## src/rtl/nd_pkg.sv

```systemverilog
package nd_pkg;

  localparam int ND_NIB_W = 4;

  localparam logic [ND_NIB_W-1:0] FN_WIDEN  = 4'h2;
  localparam logic [ND_NIB_W-1:0] FN_INVERT = 4'h6;
  localparam logic [ND_NIB_W-1:0] FN_OPERATE = 4'hF;

  typedef enum logic [1:0] {
    K_PRIMARY = 2'd0,
    K_WIDEN   = 2'd1,
    K_INVERT  = 2'd2,
    K_OPERATE = 2'd3
  } byte_kind_t;

  function automatic logic kind_is_prefix(input byte_kind_t k);
    return (k == K_WIDEN) || (k == K_INVERT);
  endfunction

endpackage

```

## src/rtl/nd_func_class.sv

```systemverilog
module nd_func_class
  import nd_pkg::*;
#(
  parameter int NIB_W  = ND_NIB_W,
  localparam int BYTE_W = 2 * NIB_W
) (
  input  logic [BYTE_W-1:0] byte_in,
  output logic [NIB_W-1:0]  fn,
  output logic [NIB_W-1:0]  nib,
  output byte_kind_t        kind
);

  assign fn  = byte_in[BYTE_W-1:NIB_W];
  assign nib = byte_in[NIB_W-1:0];

  always_comb begin
    if (fn == NIB_W'(FN_WIDEN))        kind = K_WIDEN;
    else if (fn == NIB_W'(FN_INVERT))  kind = K_INVERT;
    else if (fn == NIB_W'(FN_OPERATE)) kind = K_OPERATE;
    else                               kind = K_PRIMARY;
  end

endmodule

```

## src/rtl/nd_operand_acc.sv

```systemverilog
module nd_operand_acc
  import nd_pkg::*;
#(
  parameter int OPND_W = 32,
  parameter int NIB_W  = ND_NIB_W
) (
  input  logic              clk,
  input  logic              rst_n,
  input  logic              step,
  input  byte_kind_t        kind,
  input  logic [NIB_W-1:0]  nib,
  output logic [OPND_W-1:0] merged,
  output logic [OPND_W-1:0] acc_q
);

  function automatic logic [OPND_W-1:0] f_merge(input logic [OPND_W-1:0] r,
                                                input logic [NIB_W-1:0] n);
    return r | OPND_W'(n);
  endfunction

  function automatic logic [OPND_W-1:0] f_widen(input logic [OPND_W-1:0] v);
    return v << NIB_W;
  endfunction

  assign merged = f_merge(acc_q, nib);

  always_ff @(posedge clk or negedge rst_n) begin
    if (!rst_n) begin
      acc_q <= '0;
    end else if (step) begin
      case (kind)
        K_WIDEN:  acc_q <= f_widen(merged);
        K_INVERT: acc_q <= f_widen(~merged);
        default:  acc_q <= '0;
      endcase
    end
  end

  // a completing byte leaves an empty operand
  a_r6_clear_after_issue: assert property (@(posedge clk) disable iff (!rst_n)
    (step && !kind_is_prefix(kind)) |=> (acc_q == '0));

  // widen prefix shifts the combined value up by one nibble
  a_r3_widen_shift: assert property (@(posedge clk) disable iff (!rst_n)
    (step && kind == K_WIDEN) |=> (acc_q == ($past(merged) << NIB_W)));

  // invert prefix complements then shifts
  a_r4_invert_shift: assert property (@(posedge clk) disable iff (!rst_n)
    (step && kind == K_INVERT) |=> (acc_q == ((~$past(merged)) << NIB_W)));

  // low nibble of the register is always empty between bytes
  a_r1_low_nibble_empty: assert property (@(posedge clk) disable iff (!rst_n)
    acc_q[NIB_W-1:0] == '0);

endmodule

```

## src/rtl/nd_issue_stage.sv

```systemverilog
module nd_issue_stage #(
  parameter int OPND_W = 32,
  parameter int NIB_W  = 4
) (
  input  logic              clk,
  input  logic              rst_n,
  input  logic              load,
  input  logic [NIB_W-1:0]  fn_in,
  input  logic [OPND_W-1:0] opnd_in,
  input  logic              sec_in,
  input  logic              take,
  output logic              valid_q,
  output logic [NIB_W-1:0]  fn_q,
  output logic [OPND_W-1:0] opnd_q,
  output logic              sec_q
);

  always_ff @(posedge clk or negedge rst_n) begin
    if (!rst_n) begin
      valid_q <= 1'b0;
      fn_q    <= '0;
      opnd_q  <= '0;
      sec_q   <= 1'b0;
    end else if (load) begin
      valid_q <= 1'b1;
      fn_q    <= fn_in;
      opnd_q  <= opnd_in;
      sec_q   <= sec_in;
    end else if (take) begin
      valid_q <= 1'b0;
    end
  end

  // a stalled result must not move
  a_r7_stall_hold: assert property (@(posedge clk) disable iff (!rst_n)
    (valid_q && !take) |=> (valid_q && $stable(fn_q) && $stable(opnd_q) && $stable(sec_q)));

endmodule

```

## src/rtl/nib_prefix_decoder.sv

```systemverilog
module nib_prefix_decoder
  import nd_pkg::*;
#(
  parameter int OPND_W = 32,
  parameter int NIB_W  = ND_NIB_W,
  localparam int BYTE_W = 2 * NIB_W
) (
  input  logic              clk,
  input  logic              rst_n,
  input  logic              in_valid,
  input  logic [BYTE_W-1:0] in_byte,
  output logic              in_ready,
  output logic              out_valid,
  input  logic              out_ready,
  output logic [NIB_W-1:0]  func,
  output logic [OPND_W-1:0] operand,
  output logic              is_secondary
);

  logic [NIB_W-1:0]  cur_fn;
  logic [NIB_W-1:0]  cur_nib;
  byte_kind_t        cur_kind;
  logic [OPND_W-1:0] cur_merged;
  logic [OPND_W-1:0] acc_q;

  // named events for the checks below
  logic ev_accept;
  logic ev_prefix;
  logic ev_issue;
  logic ev_drain;

  assign in_ready  = !out_valid || out_ready;
  assign ev_accept = in_valid && in_ready;
  assign ev_prefix = ev_accept && kind_is_prefix(cur_kind);
  assign ev_issue  = ev_accept && !kind_is_prefix(cur_kind);
  assign ev_drain  = out_valid && out_ready;

  nd_func_class #(.NIB_W(NIB_W)) u_class (
    .byte_in (in_byte),
    .fn      (cur_fn),
    .nib     (cur_nib),
    .kind    (cur_kind)
  );

  nd_operand_acc #(.OPND_W(OPND_W), .NIB_W(NIB_W)) u_acc (
    .clk    (clk),
    .rst_n  (rst_n),
    .step   (ev_accept),
    .kind   (cur_kind),
    .nib    (cur_nib),
    .merged (cur_merged),
    .acc_q  (acc_q)
  );

  nd_issue_stage #(.OPND_W(OPND_W), .NIB_W(NIB_W)) u_issue (
    .clk     (clk),
    .rst_n   (rst_n),
    .load    (ev_issue),
    .fn_in   (cur_fn),
    .opnd_in (cur_merged),
    .sec_in  (cur_kind == K_OPERATE),
    .take    (ev_drain),
    .valid_q (out_valid),
    .fn_q    (func),
    .opnd_q  (operand),
    .sec_q   (is_secondary)
  );

  // a prefix byte never produces output
  a_r3_prefix_silent: assert property (@(posedge clk) disable iff (!rst_n)
    ev_prefix |=> !out_valid);

  // a completing byte is visible next cycle, even if a drain coincided
  a_r8_issue_visible: assert property (@(posedge clk) disable iff (!rst_n)
    ev_issue |=> (out_valid && func == $past(cur_fn) && operand == $past(cur_merged)));

  // the secondary flag matches the operate code
  a_r5_secondary_flag: assert property (@(posedge clk) disable iff (!rst_n)
    out_valid |-> (is_secondary == (func == NIB_W'(FN_OPERATE))));

  // no byte is taken while a result is stuck
  a_r7_no_accept_when_full: assert property (@(posedge clk) disable iff (!rst_n)
    (out_valid && !out_ready) |-> !ev_accept);

endmodule

```

## config.mk

```make
export PLATFORM = sky130hd
export DESIGN_NAME = nib_prefix_decoder
export DESIGN_NICKNAME = d
export VERILOG_FILES = /design/src/rtl/nd_pkg.sv /design/src/rtl/nd_func_class.sv /design/src/rtl/nd_operand_acc.sv /design/src/rtl/nd_issue_stage.sv /design/src/rtl/nib_prefix_decoder.sv
export SDC_FILE = /design/constraint.sdc
export NUM_CORES = 1
export LEC_CHECK = 0
export BUFFER_PORTS_ARGS = -buffer_cell sky130_fd_sc_hd__buf_2
export CAP_MARGIN = 25
export CORE_AREA = 2 2 95 97
export CTS_CLUSTER_DIAMETER = 50
export DETAILED_ROUTE_END_ITERATION = 12
export DIE_AREA = 0 0 97 99
export PLACE_DENSITY = 0.6
export SETUP_SLACK_MARGIN = 0.15
export SKIP_CTS_REPAIR_TIMING = 1
export SLEW_MARGIN = 10
export SYNTH_ARGS = -nofsm -noshare
export SYNTH_HDL_FRONTEND = slang
export SYNTH_SLANG_ARGS = --single-unit
```

## constraint.sdc

```tcl
create_clock -name clk -period 1.9 [get_ports clk]
set_input_delay 0.38 -clock clk [delete_from_list [all_inputs] [get_ports clk]]
set_output_delay 0.38 -clock clk [all_outputs]
set_load 0.01 [all_outputs]
```

==> impl_results.md, run 1 <==
- Max Clock Freq: 625 MHz
- Cell area after layout: 0.00355 mm^2
- Leak: 1.71 nW
- Most frequent cells in the layout: dfrtp_1, a21oi_1, buf_2, mux2i_1, mux2_4
- Filler cell count: 808
- Routability cong.: 0.711
- Path type of the worst min-delay path: primary input to async pin
- Core area: 0.00855 mm^2
- Clock transition at path regs: 0.07 ns
- Diodes inserted: 0
- Remaining Overflow, GRT: 0
- Crit path largest cell delay: 0.35 ns
- Average wire per standard cell: 15.0 um
- Vias per inst: 4.84
- Num CTS Buffers: 9
- Clock sinks: 66
- Max VDD drop: 357 uV
- Max stage delay cell, worst path: mux2_2
- Int Power: 2.93 mW
- Fin worst setup slack: 0.301 ns
- Net Switching: 1.22 mW
- Ys Warns: 0
- Setup-failing EPs final: 0
- Via count: 1872
- Seq/Total Area, Yosys: 56.6%
- Final Hold Viols: 0
- Slew HR: 75.2%
- Starting Density: 34.1%
- CP arrival: 1.80 ns
- WP data required: 2.11 ns
- FF+latch count, synth: 66
- Clock power frac: 27.0%
- Share of cells above drive strength 1: 41.6%
- Crit start category: primary input
- Initial DRC count: 97
- Finished Core Util: 41.5%
- CTS tree: built
- Htree depth: 3
- Syn Nets: 235
- Final worst clock skew: 0.00827 ns
- CP max FO: 17
- GR Util All Layers: 12.8%
- Die height: 99 um
- Dpl cells: 371
- Syn avg cell area: 13.3 um^2
- Pre-antenna DRT Iters: 4
- Crit path buf inv count: 2
- Pwr per Cell Area: 1170 mW/mm^2
- Comb pwr share: 25.5%
- Commonest non-fill, non-tap cell in the layout: dfrtp_1
- Non-Filler Instances: 387
- Rows: 34
- CP cell instances: buf_2 > and3_4 > o21a_1 > ha_1 > nand3b_4 > buf_12 > mux2_2
- Final min period: 1.60 ns
- HPWL after DPL: 3750 um
- Count of input and output buffers: 50
- Cells after synthesis: 220
- Maxcap violations: 0
- Antenna Nets Post-Route: 0
- Worst slack, placed: -0.0387 ns
- Crit end category: flop
- Unrepaired setup endpoints after global routing: false
- Run status: completed
- Die area: 0.00960 mm^2
- Die Wd: 97 um
- Dpl cell area: 0.00337 mm^2
- I/O Pins: 51
- Root Buffer Master: clkbuf_8
- Worst slew pin tran: 0.372 ns
- Distinct cells, synth: 19
- Switching share of total power: 29.4%
- Synthesized cell area: 0.00292 mm^2
- Routed wire length: 5810 um
- Crit Path Class: primary input to flop
- Global-route wire length before repair: 9980 um
- Clock Latency Late Sink: 0.33 ns
- Fin nets: 289
- Largest net degree at the start of global routing: 67
- DRC Markers: 0
- Number of global-route vias before repair: 2006
- Sequential share of power: 47.5%
- CTS Buffer Depth: 2
- Initial antenna violation count: 0
- Kind of cell adding the most delay to the critical path: multiplexers
- Area Overhead vs Synth: 21.8%
- Fin crit share: 84.1%
- Max-slew violation count: 0
-- synthesized netlist by cell type --
library cell,count,area [um^2]
clkbuf_1,7,26.3
mux2_2,18,203
nand3b_2,1,11.3
nand2b_4,1,13.8
mux2i_1,28,280
mux2_4,19,285
inv_1,2,7.51
and2_1,1,6.26
buf_1,2,7.51
ha_1,3,37.5
o21a_1,1,7.51
dfrtp_1,66,1650
xnor2_1,1,8.76
nand2_1,1,3.75
a21oi_1,56,280
buf_6,3,33.8
buf_2,7,35.0
nor3_1,1,5.00
and3_1,2,12.5
-- state kept, by name, summed over array words and instances (netlist names) --
name	count
u_acc.acc_q	28
u_issue.fn_q	4
u_issue.opnd_q	32
u_issue.sec_q	1
u_issue.valid_q	1
-- through the flow --
step           TNS [ns]  power [mW]  hold WS [ns]
6_report              0        4.16        0.0329
5_1_grt               0        4.42        0.0646
4_1_cts               0        4.23        0.0678
3_5_place_dp     -0.799        3.08         0.427
3_3_place_gp     -0.336        3.06         0.427
2_1_floorplan         0        2.64        0.0844
-- worst register-to-register path: stages (launching register included) --
cell      delay [ns]
dfrtp_1         0.39
nand2b_4        0.16
nand3b_4        0.15
buf_12          0.18
mux2_2          0.36
-- layout make-up --
class / instances / area (um^2) / area share [%]
flip-flops and latches: 66 / 1650 / 46.5
multi-input cells: 133 / 1170 / 32.9
repair buffers: 62 / 403 / 11.3
well taps: 108 / 135 / 3.80
clock buffers: 11 / 131 / 3.70
clock inverters: 5 / 55.1 / 1.55
inverters: 2 / 7.51 / 0.211
-- layer usage --
layer	part of all wire, %	track usage, %	wire [um]
met2	46	20.2	2700
met1	49	17.3	2830
met3	4.2	3.90	247
met5	0	0	0
met4	0.69	3.25	40
-- power groups by stage --
stage | sequential, mW | combinational, mW | clock (mW)
floorplan | 2.08 | 0.562 | 0
global placement | 2.00 | 1.06 | 0
detailed placement | 2.01 | 1.08 | 0
CTS | 1.98 | 1.08 | 1.16
global route | 2.03 | 1.16 | 1.23
finish | 1.98 | 1.06 | 1.12
-- kinds of logic after synthesis --
group / count (synthesis) / share of synthesized area (%)
mux: 65 / 26.3
buf+inv: 21 / 3.78
xor+xnor: 1 / 0.300
compound gates: 57 / 9.87
fa+ha+maj: 3 / 1.29
flops: 66 / 56.6
simple gates: 7 / 1.80
-- final timing paths --
check	slack [ns]	start	cells past startpoint	endpoint
max	0.30	in_byte[4]	7	u_issue.opnd_q[15]
min	0.03	rst_n	2	u_issue.fn_q[1]
max reg2reg	0.55	u_issue.valid_q	4	u_issue.opnd_q[15]
min reg2reg	0.50	u_issue.opnd_q[26]	1	u_issue.opnd_q[26]
max in group asynchronous	1.54	rst_n	2	u_issue.opnd_q[16]
min in group clk	0.31	in_byte[3]	2	u_issue.opnd_q[3]
No activity file was read; power rests on OpenSTA's default activity.
==> run 2: changes to the inputs <==
Settings changed: ABC_AREA set to 1, CORE_AREA 2 2 95 97 to 2 2 96 98, DIE_AREA 0 0 97 99 to 0 0 98 100.
Clock period 1.9 ns to 1.6 ns, I/O delays scaled along.
==> run 2 against run 1 <==
Against the previous run: hold slack improved by 0.22 ns; area after synthesis increased by 3.1%; first-iteration DRC count increased by 73%; flip-flop and latch count unchanged; core utilization increased by 0.34 points; via count increased by 40%; clock skew increased by 0.0022 ns; clock power increased by 38%; final cell count increased by 39%; critical path depth increased by 4; critical path type unchanged.
==> impl_results.md, run 2 <==
- Run status: completed
- Setup-failing EPs final: 0 (unchanged)
- Final min period: 1.39 ns
- Global-route wire length before repair: 12500 um (+25%)
- Remaining Overflow, GRT: 0 (unchanged)
- Final worst clock skew: 0.0105 ns (+0.00225 ns)
- WP data required: 1.83 ns (-0.28 ns)
- Slew HR: 76.1% (+0.89 points)
- Crit end category: flop
- Post-synth top area share: 54.9% (-1.7 points)
- CP arrival: 1.61 ns (-0.19 ns)
- EDFF count, synth: 0 (unchanged)
- Finished Core Util: 41.9% (+0.34 points)
- Top post-synthesis cells by area: dfrtp_1, nand2_1, nand4_1
- Distinct cells, synth: 15 (-4)
- Synthesized cell area: 0.00301 mm^2 (+3.1%)
- Most used DFF post-synth: dfrtp_1
- Reg with most FFs: u_issue.opnd_q
- Regs by FF count: u_issue.opnd_q (32), u_acc.acc_q (28), u_issue.fn_q (4)
- Routability cong.: 0.767 (+7.9%)
- HPWL after DPL: 4430 um (+18%)
- Multi-input combinational cell area: 0.00119 mm^2 (+1.5%)
- Root Buffer Master: clkbuf_8
- CTS tree: built
- Count of input and output buffers: 50 (unchanged)
- Core area: 0.00889 mm^2 (+4.0%)
- Commonest non-fill, non-tap cell in the layout: nand2_1
- Final Hold Viols: 0 (unchanged)
- I/O Pins: 51 (unchanged)
- CTS Buffer Depth: 2 (unchanged)
- Clock transition at path regs: 0.07 ns (about the same)
- Vias per inst: 4.85 (+0.18%)
- Number of global-route vias before repair: 2589 (+29%)
- Hold WS: 0.251 ns (+0.218 ns)
- Crit Path Class: primary input to flop
- CP max FO: 8 (-9)
- GR Util All Layers: 15.8% (+3.0 points)
- Area Overhead vs Synth: 23.8%
- Via count: 2612 (+40%)
- Initial antenna violation count: 0 (unchanged)
- Fin crit share: 86.6%
- Diodes inserted: 0 (unchanged)
- Average wire per standard cell: 13.8 um (-8.3%)
- Cell taking the most area after synthesis: dfrtp_1
- Htree depth: 3 (unchanged)
- Largest net degree at the start of global routing: 67 (unchanged)
- Largest register FFs: 32 (unchanged)
- Num CTS Buffers: 9 (unchanged)
- Leak: 2.06 nW (+21%)
- Die area: 0.00980 mm^2 (+2.1%)
- Syn Nets: 382 (+63%)
- Max VDD drop: 478 uV (+34%)
- Maxcap violations: 0 (unchanged)
- Share of cells above drive strength 1: 21.7% (-20 points)
- Clock Latency Late Sink: 0.34 ns (about the same)
- Starting Density: 33.8% (-0.27 points)
- Seq/Total Area, Yosys: 54.9% (-1.7 points)
- Max-slew violation count: 0 (unchanged)
- Initial DRC count: 168 (+73%)
- Fin worst setup slack: 0.214 ns (-0.0871 ns)
- Dpl cell area: 0.00340 mm^2 (+1.0%)
- Worst slew pin tran: 0.359 ns (-0.0133 ns)
- Fin Setup TNS: 0 ns (unchanged)
- Most frequent cells in the layout: nand2_1, dfrtp_1, buf_2, nand4_1, o21ai_0
- Cells after synthesis: 367 (+67%)
- Cell area after layout: 0.00372 mm^2 (+4.8%)
- Rows: 35 (+2.9%)
- Routed wire length: 7420 um (+28%)
- FF+latch count, synth: 66 (unchanged)
- Pre-antenna DRT Iters: 5 (+1)
- Filler cell count: 906 (+12%)
- FFs w/ async S/R, synth: 100% (unchanged)
- Antenna Nets Post-Route: 0 (unchanged)
- Crit start category: primary input
- Clock sinks: 66 (unchanged)
- Unrepaired setup endpoints after global routing: true
- Die Wd: 98 um (+1.0%)
- Syn avg cell area: 8.20 um^2 (-38%)
- Path type of the worst min-delay path: primary input to flop
- Top cells by count, synth: nand2_1, dfrtp_1, nand4_1
- Pwr per Cell Area: 1150 mW/mm^2 (-1.5%)
- Ys Warns: 0 (unchanged)
- Worst slack, placed: -0.158 ns (-0.119 ns)
- Count leader, synth: nand2_1
- Die height: 100 um (+1.0%)
- DRC Markers: 0 (unchanged)
- FF+latch area: 0.00165 mm^2 (unchanged)
- Fin nets: 438 (+52%)
- Max Clock Freq: 722 MHz
run 2: final cells by class:
type	instances	area share [%]
sequential	66	44.4
tap	111	3.73
timing repair buffer	71	13.2
inverter	9	1.18
clock inverter	2	1.61
multi-input combinational	266	31.9
clock buffer	14	4.10
run 2: critical path, cell delays in order:
cell and delay, ns:
buf_2 0.12, nand2_2 0.08, nor2_1 0.05, nor2_1 0.13
inv_1 0.08, ha_1 0.28, inv_2 0.11, nand3_4 0.14
clkbuf_16 0.20, nand2_1 0.06, nand2_1 0.04
run 2: routing by layer:
layer | vias up | part of all wire (%) | global-route usage, %
li1 | 1308 | - | -
met1 | 1246 | 47 | 21.0
met2 | 50 | 48 | 25.2
met3 | 8 | 4.1 | 3.62
met4 | 0 | 1.2 | 6.73
met5 | - | 0 | 0
run 2: per-stage QoR:
stage / std cells / power, mW
CTS: 535 / 4.30
finish: 539 / 4.29
detailed placement: 519 / 2.73
floorplan: 367 / 2.44
global route: 539 / 4.54
global placement: 519 / 2.71
run 2: cell families after synthesis:
group	count (synthesis)	synth area share, %
simple gates	234	32.4
flops	66	54.9
buf+inv	35	6.61
compound gates	29	4.82
fa+ha+maj	3	1.25
run 2: worst paths after layout:
kind,start,end,slack (ns),cells past startpoint
max,in_byte[5],u_issue.sec_q,0.21,11
min,in_byte[0],u_issue.opnd_q[0],0.25,3
max reg2reg,u_issue.valid_q,u_issue.sec_q,0.31,6
min reg2reg,u_issue.opnd_q[5],u_issue.opnd_q[5],0.46,2
max in group asynchronous,rst_n,u_acc.acc_q[21],0.80,3
min in group asynchronous,rst_n,u_issue.fn_q[0],0.51,3
run 2: power by group:
group | internal, mW | switching, mW
Sequential | 1.86 | 0.122
Clock | 0.924 | 0.623
Combinational | 0.294 | 0.468
==> run 3: changes to the inputs <==
Settings changed: CORE_AREA 2 2 96 98 to 2 2 77 79, DIE_AREA 0 0 98 100 to 0 0 79 81, PLACE_DENSITY 0.6 to 0.84.
==> run 3 against run 2 <==
Against the previous run: the run now ends with negative hold slack left; clock skew fell by 0.0036 ns; wire length rose by 0.49%; critical path depth rose by 1; global-route usage rose by 7.0 points; die area fell by 35%; register-to-register slack got worse by 0.11 ns; power fell by 1.2%; hold slack got worse by 0.29 ns; critical path type unchanged; largest cell class unchanged.
==> impl_results.md, run 3 (synthesis results as in run 2) <==
- Num CTS Buffers: 9 (unchanged)
- Regs by FF count: u_issue.opnd_q (32), u_acc.acc_q (28), u_issue.fn_q (4)
- Setup-failing EPs final: 0 (unchanged)
- Die area: 0.00640 mm^2 (-35%)
- Reg with most FFs: u_issue.opnd_q
- Dpl cells: 487 (-6.2%)
- CP max FO: 6 (-2)
- Die Wd: 79 um (-19%)
- Clock Latency Late Sink: 0.34 ns (about the same)
- Hold WS: -0.0367 ns (-0.288 ns)
- Global-route wire length before repair: 11400 um (-8.3%)
- Fin worst setup slack: 0.159 ns (-0.0553 ns)
- Count of input and output buffers: 50 (unchanged)
- Commonest non-fill, non-tap cell in the layout: nand2_1
- Comb pwr share: 19.1% (+1.4 points)
- Crit Path Class: primary input to flop
- Starting Density: 53.0% (+19 points)
- WP data required: 1.83 ns (about the same)
- Maxcap violations: 0 (unchanged)
- Run status: finished with violations
- Via count: 2733 (+4.6%)
- Htree depth: 3 (unchanged)
- Most frequent cells in the layout: nand2_1, dfrtp_1, buf_2, nand4_1, o21ai_0
- Crit end category: flop
- Die height: 81 um (-19%)
- Dpl cell area: 0.00338 mm^2 (-0.44%)
- Routed wire length: 7460 um (+0.49%)
- Max-slew violation count: 0 (unchanged)
- Fin crit share: 90.1% (+3.5 points)
- CTS tree: built
- Core area: 0.00568 mm^2 (-36%)
- Largest net degree at the start of global routing: 67 (unchanged)
- Max VDD drop: 695 uV (+45%)
- Leak: 2.11 nW (+2.5%)
- CP cell instances: clkbuf_4 > inv_2 > nand2_4 > nor2_2 > nor2_2 > inv_2 > ha_4 > inv_4 > nand3_4 > clkbuf_16 > nand2_1 > nand2_1
- Max stage delay cell, worst path: ha_4
- Crit start category: primary input
- Path type of the worst min-delay path: primary input to async pin
- Initial antenna violation count: 0 (unchanged)
- Worst slew pin tran: 0.486 ns (+0.128 ns)
- Antenna Nets Post-Route: 0 (unchanged)
- Pre-antenna DRT Iters: 6 (+1)
- Clock transition at path regs: 0.07 ns (about the same)
- CP arrival: 1.68 ns (+0.07 ns)
- Clock sinks: 66 (unchanged)
- Sequential share of power: 47.0% (+0.8 points)
- Vias per inst: 5.36 (+11%)
- Worst slack, placed: -0.175 ns (-0.0172 ns)
- Routability cong.: 0.803 (+4.7%)
- Total power: 4.24 mW (-1.2%)
- Unrepaired setup endpoints after global routing: true
- Cell area after layout: 0.00378 mm^2 (+1.6%)
- Int Power: 3.03 mW (-1.7%)
- Share of cells above drive strength 1: 25.1% (+3.3 points)
- Failing checks: negative hold slack
- Max Clock Freq: 694 MHz (-3.8%)
- CTS Buffer Depth: 2 (unchanged)
- Filler cell count: 440 (-51%)
- DRC Markers: 0 (unchanged)
- Clock power frac: 33.9% (-2.1 points)
- Non-Filler Instances: 510 (-5.4%)
- Average wire per standard cell: 14.6 um (+6.2%)
- HPWL after DPL: 4320 um (-2.5%)
- Final min period: 1.44 ns (+0.0553 ns)
- Crit path largest cell delay: 0.22 ns (-0.06 ns)
- Fin nets: 446 (+1.8%)
- Rows: 28 (-20%)
- Net Switching: 1.22 mW (+0.19%)
- Slew HR: 67.5% (-8.6 points)
- Root Buffer Master: clkbuf_8
- Number of global-route vias before repair: 2572 (-0.66%)
- Switching share of total power: 28.7% (+0.40 points)
- Final worst clock skew: 0.00689 ns (-0.00363 ns)
- Remaining Overflow, GRT: 0 (unchanged)
- I/O Pins: 51 (unchanged)
- GR Util All Layers: 22.8% (+7.0 points)
- Pwr per Cell Area: 1120 mW/mm^2 (-2.7%)
- Initial DRC count: 214 (+27%)
- Final Hold Viols: 17 (+17)
- Area Overhead vs Synth: 25.7%
- Diodes inserted: 0 (unchanged)
- Largest register FFs: 32 (unchanged)
==> run 3: changes by cell type in the layout (fill, tap and decap cells not counted), moves of 2 or more <==
cell	before	now
nor2_1	3	1
nand2_4	1	3
nor2_2	0	2
clkbuf_8	10	12
clkbuf_1	4	1
ha_1	3	1
buf_4	14	22
buf_6	4	2
nand2_2	3	1
==> run 3: final timing paths <==
path / slack [ns] / startpoint / endpoint / cells past startpoint
max reg2reg: 0.20 / u_issue.valid_q / u_acc.acc_q[28] / 6
max in group asynchronous: 1.31 / rst_n / u_acc.acc_q[5] / 2
min reg2reg: 0.47 / u_issue.opnd_q[16] / u_issue.opnd_q[16] / 2
min: -0.04 / rst_n / u_issue.opnd_q[30] / 2
max: 0.16 / in_byte[4] / u_issue.opnd_q[28] / 12
min in group clk: 0.25 / in_byte[3] / u_issue.opnd_q[3] / 3
==> run 3: metrics by stage <==
stage / utilization, % / TNS (ns)
4_1_cts: 63.2 / 0
3_5_place_dp: 59.6 / -8.22
6_report: 66.6 / 0
5_1_grt: 66.6 / 0
2_1_floorplan: - / 0
3_3_place_gp: 59.6 / -5.80
==> run 3: worst max-delay path: cells and delay by family <==
kind	cells	cell delay [ns]
buffers and inverters	5	0.57
and+or+nand+nor	6	0.55
adders and majority gates	1	0.22
==> run 3: power by group through the flow <==
stage	sequential, mW	clock [mW]	combinational [mW]
after global routing	2.02	1.51	0.898
final	1.99	1.44	0.809
after CTS	1.99	1.45	0.712
after floorplan	2.07	0	0.367
after detailed placement	2.02	0	0.707
after global placement	2.01	0	0.686
==> run 3: per-layer routing <==
metal	wire, um	up-vias	GRT usage, %	part of all wire (%)
met3	499	11	5.00	6.7
met2	3780	100	38.6	51
met4	110	0	10.2	1.5
li1	-	1317	-	-
met1	3070	1305	28.3	41
met5	0	-	0	0
==> run 3: area by class of cell <==
class,instances,area (um^2),area share (%)
Timing Repair Buffer,79,566,15.0
Clock buffer,13,169,4.47
Inverter,9,43.8,1.16
Tap cell,75,93.8,2.48
Sequential cell,66,1650,43.7
Multi-Input combinational cell,266,1220,32.4
Clock inverter,2,35.0,0.926
